File: src/rtl/irq_coal_pkg.sv
package irq_coal_pkg;
    // Register field layout (software decodes these positions)
    localparam int FW       = 8;
    localparam int BIT_RUN  = 0;
    localparam int BIT_RST  = 2;
    localparam int FLG_LSB  = 12;
    localparam int NFLG     = 3;
    localparam int CNT_LSB  = 16;
    localparam int DLY_LSB  = 24;
    // Flag vector index: [0] completion, [1] delay, [2] error
    localparam int F_CMP    = 0;
    localparam int F_DLY    = 1;
    localparam int F_ERR    = 2;
    localparam logic ADDR_CTL = 1'b0;
    localparam logic ADDR_STS = 1'b1;
endpackage

File: src/rtl/irq_coal_tick.sv
module irq_coal_tick #(
    parameter int PRESCALE = 16
) (
    input  logic clk,
    input  logic rst_n,
    input  logic hold,
    output logic tick
);
    generate
        if (PRESCALE <= 1) begin : g_direct
            logic sink_unused;
            assign sink_unused = clk ^ rst_n;
            assign tick = !hold;
        end else begin : g_div
            localparam int PW = $clog2(PRESCALE);
            localparam logic [PW-1:0] LAST = PW'(PRESCALE - 1);
            typedef struct packed {
                logic [PW-1:0] cnt;
            } tick_st_t;
            tick_st_t st_d, st_q;

            always_comb begin
                st_d = st_q;
                if (hold) begin
                    st_d.cnt = '0;
                end else if (st_q.cnt == LAST) begin
                    st_d.cnt = '0;
                end else begin
                    st_d.cnt = st_q.cnt + 1'b1;
                end
            end

            always_ff @(posedge clk or negedge rst_n) begin
                if (!rst_n) st_q <= '0;
                else        st_q <= st_d;
            end

            assign tick = !hold && (st_q.cnt == LAST);
        end
    endgenerate
endmodule

File: src/rtl/irq_coal_count.sv
module irq_coal_count #(
    parameter int W = 8
) (
    input  logic         clk,
    input  logic         rst_n,
    input  logic         clear,
    input  logic         enable,
    input  logic         done,
    input  logic         dly_hit,
    input  logic [W-1:0] limit,
    output logic         cmp_hit,
    output logic         pending,
    output logic [W-1:0] count
);
    typedef struct packed {
        logic [W-1:0] cnt;
    } cnt_st_t;
    cnt_st_t st_d, st_q;

    logic [W:0] eff_lim;
    logic [W:0] nxt;

    always_comb begin
        eff_lim = (limit == '0) ? (W+1)'(1) : {1'b0, limit};
        nxt     = {1'b0, st_q.cnt} + 1'b1;
        cmp_hit = enable && done && (nxt >= eff_lim);
        st_d    = st_q;
        if (clear) begin
            st_d.cnt = '0;
        end else if (enable && done) begin
            st_d.cnt = cmp_hit ? '0 : nxt[W-1:0];
        end else if (dly_hit) begin
            st_d.cnt = '0;
        end
    end

    always_ff @(posedge clk or negedge rst_n) begin
        if (!rst_n) st_q <= '0;
        else        st_q <= st_d;
    end

    assign count   = st_q.cnt;
    assign pending = (st_q.cnt != '0);
endmodule

File: src/rtl/irq_coal_delay.sv
module irq_coal_delay #(
    parameter int W = 8
) (
    input  logic         clk,
    input  logic         rst_n,
    input  logic         clear,
    input  logic         enable,
    input  logic         done,
    input  logic         tick,
    input  logic         pending,
    input  logic [W-1:0] limit,
    output logic         dly_hit
);
    typedef struct packed {
        logic [W-1:0] tmr;
    } dly_st_t;
    dly_st_t st_d, st_q;

    logic [W:0] eff_lim;
    logic [W:0] step;

    always_comb begin
        eff_lim = (limit == '0) ? (W+1)'(1) : {1'b0, limit};
        step    = {1'b0, st_q.tmr} + 1'b1;
        // a completion in the same cycle outranks the timeout
        dly_hit = enable && !done && pending && tick && (step >= eff_lim);
        st_d    = st_q;
        if (clear) begin
            st_d.tmr = '0;
        end else if (enable && done) begin
            st_d.tmr = '0;
        end else if (!pending) begin
            st_d.tmr = '0;
        end else if (enable && tick) begin
            st_d.tmr = dly_hit ? '0 : step[W-1:0];
        end
    end

    always_ff @(posedge clk or negedge rst_n) begin
        if (!rst_n) st_q <= '0;
        else        st_q <= st_d;
    end
endmodule

File: src/rtl/dma_irq_coalescer.sv
module dma_irq_coalescer
    import irq_coal_pkg::*;
#(
    parameter int PRESCALE   = 16,
    parameter int RST_CYCLES = 16,
    parameter int DEF_COUNT  = 24,
    parameter int DEF_DELAY  = 254
) (
    input  logic        clk,
    input  logic        rst_n,
    input  logic        bus_wr,
    input  logic        bus_addr,
    input  logic [31:0] bus_wdata,
    output logic [31:0] bus_rdata,
    input  logic        done_pulse,
    input  logic        err_pulse,
    output logic        irq,
    output logic        chan_run,
    output logic        chan_reset
);
    localparam int RW = $clog2(RST_CYCLES + 1);

    typedef struct packed {
        logic            run;
        logic [NFLG-1:0] en;
        logic [FW-1:0]   cnt_thr;
        logic [FW-1:0]   dly_thr;
        logic [NFLG-1:0] flags;
        logic [RW-1:0]   rst_cnt;
    } ctl_st_t;

    localparam ctl_st_t RESET_ST = '{
        run:     1'b0,
        en:      '0,
        cnt_thr: FW'(DEF_COUNT),
        dly_thr: FW'(DEF_DELAY),
        flags:   '0,
        rst_cnt: '0
    };

    ctl_st_t st_d, st_q;

    logic          busy, active, wr_ctl, wr_sts, start_rst, clr;
    logic          tick, cmp_hit, dly_hit, pending;
    logic [FW-1:0] count;
    logic          wdata_unused;

    // plain views for the bound checker
    logic [NFLG-1:0] flag_vec, en_vec;
    logic [FW-1:0]   cnt_val;

    assign busy      = (st_q.rst_cnt != '0);
    assign active    = st_q.run && !busy;
    assign wr_ctl    = bus_wr && (bus_addr == ADDR_CTL) && !busy;
    assign wr_sts    = bus_wr && (bus_addr == ADDR_STS) && !busy;
    assign start_rst = wr_ctl && bus_wdata[BIT_RST];
    assign clr       = busy || start_rst;
    assign wdata_unused = ^bus_wdata;

    irq_coal_tick #(.PRESCALE(PRESCALE)) u_tick (
        .clk   (clk),
        .rst_n (rst_n),
        .hold  (!active),
        .tick  (tick)
    );

    irq_coal_count #(.W(FW)) u_count (
        .clk     (clk),
        .rst_n   (rst_n),
        .clear   (clr),
        .enable  (active),
        .done    (done_pulse),
        .dly_hit (dly_hit),
        .limit   (st_q.cnt_thr),
        .cmp_hit (cmp_hit),
        .pending (pending),
        .count   (count)
    );

    irq_coal_delay #(.W(FW)) u_delay (
        .clk     (clk),
        .rst_n   (rst_n),
        .clear   (clr),
        .enable  (active),
        .done    (done_pulse),
        .tick    (tick),
        .pending (pending),
        .limit   (st_q.dly_thr),
        .dly_hit (dly_hit)
    );

    always_comb begin
        st_d = st_q;
        if (wr_ctl) begin
            st_d.en      = bus_wdata[FLG_LSB +: NFLG];
            st_d.cnt_thr = bus_wdata[CNT_LSB +: FW];
            st_d.dly_thr = bus_wdata[DLY_LSB +: FW];
            st_d.run     = bus_wdata[BIT_RUN] && !bus_wdata[BIT_RST];
        end
        if (wr_sts) begin
            st_d.flags = st_q.flags & ~bus_wdata[FLG_LSB +: NFLG];
        end
        // sets after clears: a new event survives a simultaneous clear
        if (active) begin
            if (cmp_hit)   st_d.flags[F_CMP] = 1'b1;
            if (dly_hit)   st_d.flags[F_DLY] = 1'b1;
            if (err_pulse) st_d.flags[F_ERR] = 1'b1;
        end
        if (busy) begin
            st_d.rst_cnt = st_q.rst_cnt - 1'b1;
            st_d.flags   = '0;
            st_d.run     = 1'b0;
        end
        if (start_rst) begin
            st_d.rst_cnt = RW'(RST_CYCLES);
            st_d.flags   = '0;
            st_d.run     = 1'b0;
        end
    end

    always_ff @(posedge clk or negedge rst_n) begin
        if (!rst_n) st_q <= RESET_ST;
        else        st_q <= st_d;
    end

    always_comb begin
        bus_rdata = '0;
        if (bus_addr == ADDR_CTL) begin
            bus_rdata[DLY_LSB +: FW]   = st_q.dly_thr;
            bus_rdata[CNT_LSB +: FW]   = st_q.cnt_thr;
            bus_rdata[FLG_LSB +: NFLG] = st_q.en;
            bus_rdata[BIT_RST]         = busy;
            bus_rdata[BIT_RUN]         = st_q.run;
        end else begin
            bus_rdata[CNT_LSB +: FW]   = count;
            bus_rdata[FLG_LSB +: NFLG] = st_q.flags;
        end
    end

    assign irq        = |(st_q.flags & st_q.en);
    assign chan_run   = st_q.run;
    assign chan_reset = busy;
    assign flag_vec   = st_q.flags;
    assign en_vec     = st_q.en;
    assign cnt_val    = count;
endmodule

File: config.mk
export PLATFORM = sky130hd
export DESIGN_NAME = dma_irq_coalescer
export DESIGN_NICKNAME = d
export VERILOG_FILES = /design/src/rtl/irq_coal_pkg.sv /design/src/rtl/irq_coal_tick.sv /design/src/rtl/irq_coal_count.sv /design/src/rtl/irq_coal_delay.sv /design/src/rtl/dma_irq_coalescer.sv
export SDC_FILE = /design/constraint.sdc
export NUM_CORES = 1
export LEC_CHECK = 0
export BUFFER_PORTS_ARGS = -buffer_cell sky130_fd_sc_hd__buf_2
export CORE_UTILIZATION = 30
export DETAILED_ROUTE_END_ITERATION = 12
export MAX_ROUTING_LAYER = met4
export PLACE_DENSITY_LB_ADDON = 0.3
export SLEW_MARGIN = 10
export SYNTH_ARGS = -nofsm -noshare
export SYNTH_HDL_FRONTEND = slang
export SYNTH_SLANG_ARGS = --single-unit
export TNS_END_PERCENT = 30
File: constraint.sdc
create_clock -name clk -period 7.11 [get_ports clk]
set_clock_uncertainty 0.15 [all_clocks]
set_input_delay 0.711 -clock clk [delete_from_list [all_inputs] [get_ports clk]]
set_output_delay 0.711 -clock clk [all_outputs]
set_load 0.005 [all_outputs]
==> insert_results.sql <==
INSERT INTO impl_metrics (metric_group, metric, value, unit) VALUES
('status', 'status', 'finished, final reports clean', ''),
('timing', 'final_period_minus_worst_setup_slack', '3540', 'ps'),
('floorplanning', 'rows', '35', ''),
('setup_path', 'r2r_start', 'u_delay.st_q[0]', ''),
('layout', 'mostFrequentLayoutCells', '50 x sky130_fd_sc_hd__buf_2, 39 x sky130_fd_sc_hd__dfrtp_1, 34 x sky130_fd_sc_hd__nand2_1, 24 x sky130_fd_sc_hd__nor2_1, 24 x sky130_fd_sc_hd__mux2_2', ''),
('clock_network', 'post_cts_resized', '0', ''),
('clock_network', 'clk-insertion-delay-late', '300', 'ps'),
('grt', 'global_route_wire_length_before_repair', '11.3', 'mm'),
('routing', 'drcViolationCount', '0', ''),
('routing', 'vias', '2300', ''),
('flow_run', 'cap_violations', '0', ''),
('place', 'preCtsSetupSlack', '3590', 'ps'),
('timing', 'tns', '0', 'ps'),
('place', 'port_buffers', '50', ''),
('timing', 'max_slew.worst_pin.slew', '932', 'ps'),
('grt', 'via_count_of_the_first_global_routing_pass', '2336', ''),
('clock_network', 'cts_max_level', '2', ''),
('synth', 'ys_types', '45', ''),
('min_path', 'worst_hold_path_type', 'reg2reg', ''),
('grt', 'maximum_number_of_pins_on_one_net_before_global_route_repair', '49', ''),
('routing', 'drt_wl_total', '6.80', 'mm'),
('clock_network', 'clkSlewWorstSetupHoldPaths', '100', 'ps'),
('pwr', 'p_leak', '1.76', 'nW'),
('clock_network', 'clock_tree_from_tritoncts', 'built', ''),
('place', 'place.detailed.instances', '481', ''),
('floorplanning', 'initial_core_utilization', '0.314', ''),
('grt', 'antenna_found_initial', '0', ''),
('place', 'globalplace.congestion', '0.852', ''),
('setup_path', 'timing_worst_setup_path_type', 'reg2reg', ''),
('grt', 'globalRouteTotalUtil', '0.147', ''),
('setup_path', 'critical_path_arrival', '3630', 'ps'),
('setup_path', 'setup.worst_path.end_class', 'flip-flop', ''),
('layout', 'diodes', '0', ''),
('synth', 'postSynthRegisterBits', '48', ''),
('synth', 'synthesis.area_per_instance', '9.57', 'um^2'),
('layout', 'flow.area_growth_from_synthesis', '16.4', '%'),
('synth', 'synthesis.area', '2950', 'um^2'),
('floorplanning', 'fp.dieH', '101', 'um'),
('min_path', 'hold_path.startpoint', 'u_tick.g_div.st_q[0]', ''),
('routing', 'route.detailed.vias_per_inst', '4.70', ''),
('pwr', 'power_per_cell_area', '274', 'nW/um^2'),
('grt', 'global_route.overflow_total', '0', ''),
('clock_network', 'post_cts_buffers', '0', ''),
('layout', 'final_common_cell', 'sky130_fd_sc_hd__buf_2', ''),
('timing', 'hold_viol', '0', ''),
('pwr', 'ir_drop', '0.158', 'mV'),
('setup_path', 'crit_start', 'u_delay.st_q[0]', ''),
('timing', 'timing_max_transition_violations_final', '0', ''),
('setup_path', 'maximum_fanout_encountered_on_the_critical_timing_path', '8', ''),
('clock_network', 'post_cts_hold_buffer_count', '0', ''),
('place', 'place_hpwl', '5.06', 'mm'),
('setup_path', 'cp_required', '7200', 'ps'),
('routing', 'dr.pass1.iters', '4', ''),
('routing', 'drtAntennaViolNets', '0', ''),
('floorplanning', 'io-pin-count', '73', ''),
('routing', 'avgRoutedWirePerCell', '13.9', 'um'),
('floorplanning', 'die_area', '10200', 'um^2'),
('layout', 'final_net_count', '418', ''),
('synth', 'synthesis.instances', '308', ''),
('timing', 'final-setup-viol-count', '0', ''),
('synth', 'synth.yosys.warnings', '0', ''),
('floorplanning', 'floorplan.die.width', '101', 'um'),
('layout', 'layout-drive-gt1-share', '0.267', ''),
('floorplanning', 'design.core.area', '9370', 'um^2'),
('routing', 'dr.first_iter.drc_count', '128', ''),
('timing', 'maxSlewHeadroom', '0.377', ''),
('setup_path', 'setup.worst_path.start_class', 'flip-flop', ''),
('clock_network', 'ctsLongestPathBuffers', '2', ''),
('timing', 'fmax', '282', 'MHz'),
('timing', 'rsz0062_at_grt', 'no', ''),
('clock_network', 'clock_sinks', '48', ''),
('layout', 'nFillCells', '974', ''),
('layout', 'finished_layout_cells', '489', ''),
('clock_network', 'clk_root_buffer_cell', 'sky130_fd_sc_hd__clkbuf_8', ''),
('clock_network', 'cts_buffers', '5', ''),
('timing', 'period_share', '0.498', ''),
('synth', 'yosysSeqAreaShare', '0.411', ''),
('timing', 'final_critical_path_setup_slack', '3570', 'ps');
-- where the power goes --
group,switching [W],leakage (nW),internal (W)
logic,0.000151,1.08,0.000146
clock network,0.0000953,0.0654,0.000141
registers,0.0000509,0.615,0.000356
-- critical path, cell delays in order (launching register included) --
cell	delay, ps
sky130_fd_sc_hd__dfrtp_1	440
sky130_fd_sc_hd__ha_1	260
sky130_fd_sc_hd__and3_1	260
sky130_fd_sc_hd__nand3_1	110
sky130_fd_sc_hd__and2_1	180
sky130_fd_sc_hd__or2_2	290
sky130_fd_sc_hd__ha_1	310
sky130_fd_sc_hd__a211oi_1	210
sky130_fd_sc_hd__o21ai_0	170
sky130_fd_sc_hd__a21o_1	230
sky130_fd_sc_hd__a21oi_1	600
sky130_fd_sc_hd__mux2_2	280
-- Yosys cell counts (all sizes together) --
library cell,number,area (um^2)
and3,8,50.1
a22o,4,35.0
o2111ai,1,8.76
or2,2,12.5
nand2,34,128
nor2,24,90.1
nor3,3,15.0
a31oi,1,6.26
nor4,3,18.8
o21bai,2,15.0
nand4,5,31.3
a222oi,1,10.0
a21o,6,45.0
a2111o,1,11.3
o22ai,1,6.26
nand3b,1,7.51
a2111oi,2,17.5
o211ai,1,7.51
dfrtp,39,976
a21oi,8,43.8
dfstp,9,236
o21a,2,15.0
nor3b,1,7.51
o21ai,17,85.1
xor2,5,43.8
xnor2,6,52.6
or4,1,7.51
clkbuf,6,22.5
or3,3,18.8
a211oi,2,15.0
a41o,2,20.0
buf,11,82.6
nor4b,2,32.5
conb,1,3.75
nand3,10,50.1
and2,2,12.5
a22oi,2,15.0
ha,21,263
inv,22,82.6
nor2b,3,18.8
mux2,24,270
nand2b,9,56.3
-- per-layer routing --
layer | global-route usage | wire, um | vias to the layer above
li1 | - | - | 1158
met1 | 0.191 | 3190 | 1081
met2 | 0.231 | 3260 | 59
met3 | 0.0270 | 320 | 2
met4 | 0.0479 | 34 | 0
met5 | - | 0 | -
-- worst paths after layout --
check / end / slack [ps] / cells past startpoint
max in group asynchronous: u_delay.st_q[6] / 6050 / 2
worst min register to register: u_tick.g_div.st_q[0] / 320 / 1
worst max register to register: u_count.count[0] / 3570 / 11
worst min-delay path: u_tick.g_div.st_q[0] / 320 / 1
min in group asynchronous: st_q[21] / 360 / 2
worst max-delay path: u_count.count[0] / 3570 / 11
-- cell type report --
cell class | count | area [um^2] | share of cell area
sequential | 48 | 1210 | 0.353
multi-input combinational | 231 | 1580 | 0.462
timing repair buffer | 51 | 258 | 0.0751
clock buffer | 6 | 72.6 | 0.0212
tap | 129 | 161 | 0.0470
inverter | 22 | 82.6 | 0.0241
clock inverter | 2 | 60.1 | 0.0175
-- flip-flops by register name (all words and copies together), names as in the netlist --
name and cells:
st_q 21, u_count.count 8, u_tick.g_div.st_q 4, en_vec 3, flag_vec 3, chan_run 1, u_delay.st_q 8
-- logic make-up (layout without fill, tap and decap cells) --
family,Yosys count,after routing,synth area share
DFF,48,48,0.411
buffers and inverters,39,81,0.0637
other,1,11,0.00127
and+or+nand+nor,111,111,0.189
xor gates and xnor gates,11,11,0.0327
adders and majority gates,21,21,0.0892
muxes,24,24,0.0917
AOI/OAI and AO/OA,53,53,0.121
-- per-stage QoR --
stage / hold WS (ps) / instance area [um^2] / power (W) / utilization
2_1_floorplan: 265 / 2980 / 0.000610 / -
3_3_place_gp: 298 / 3300 / 0.000702 / 0.352
3_5_place_dp: 307 / 3300 / 0.000710 / 0.352
4_1_cts: 321 / 3430 / 0.000950 / 0.366
5_1_grt: 346 / 3430 / 0.00100 / 0.366
6_report: 319 / 3430 / 0.000939 / 0.366
No activity file was read; power rests on OpenSTA's default activity.
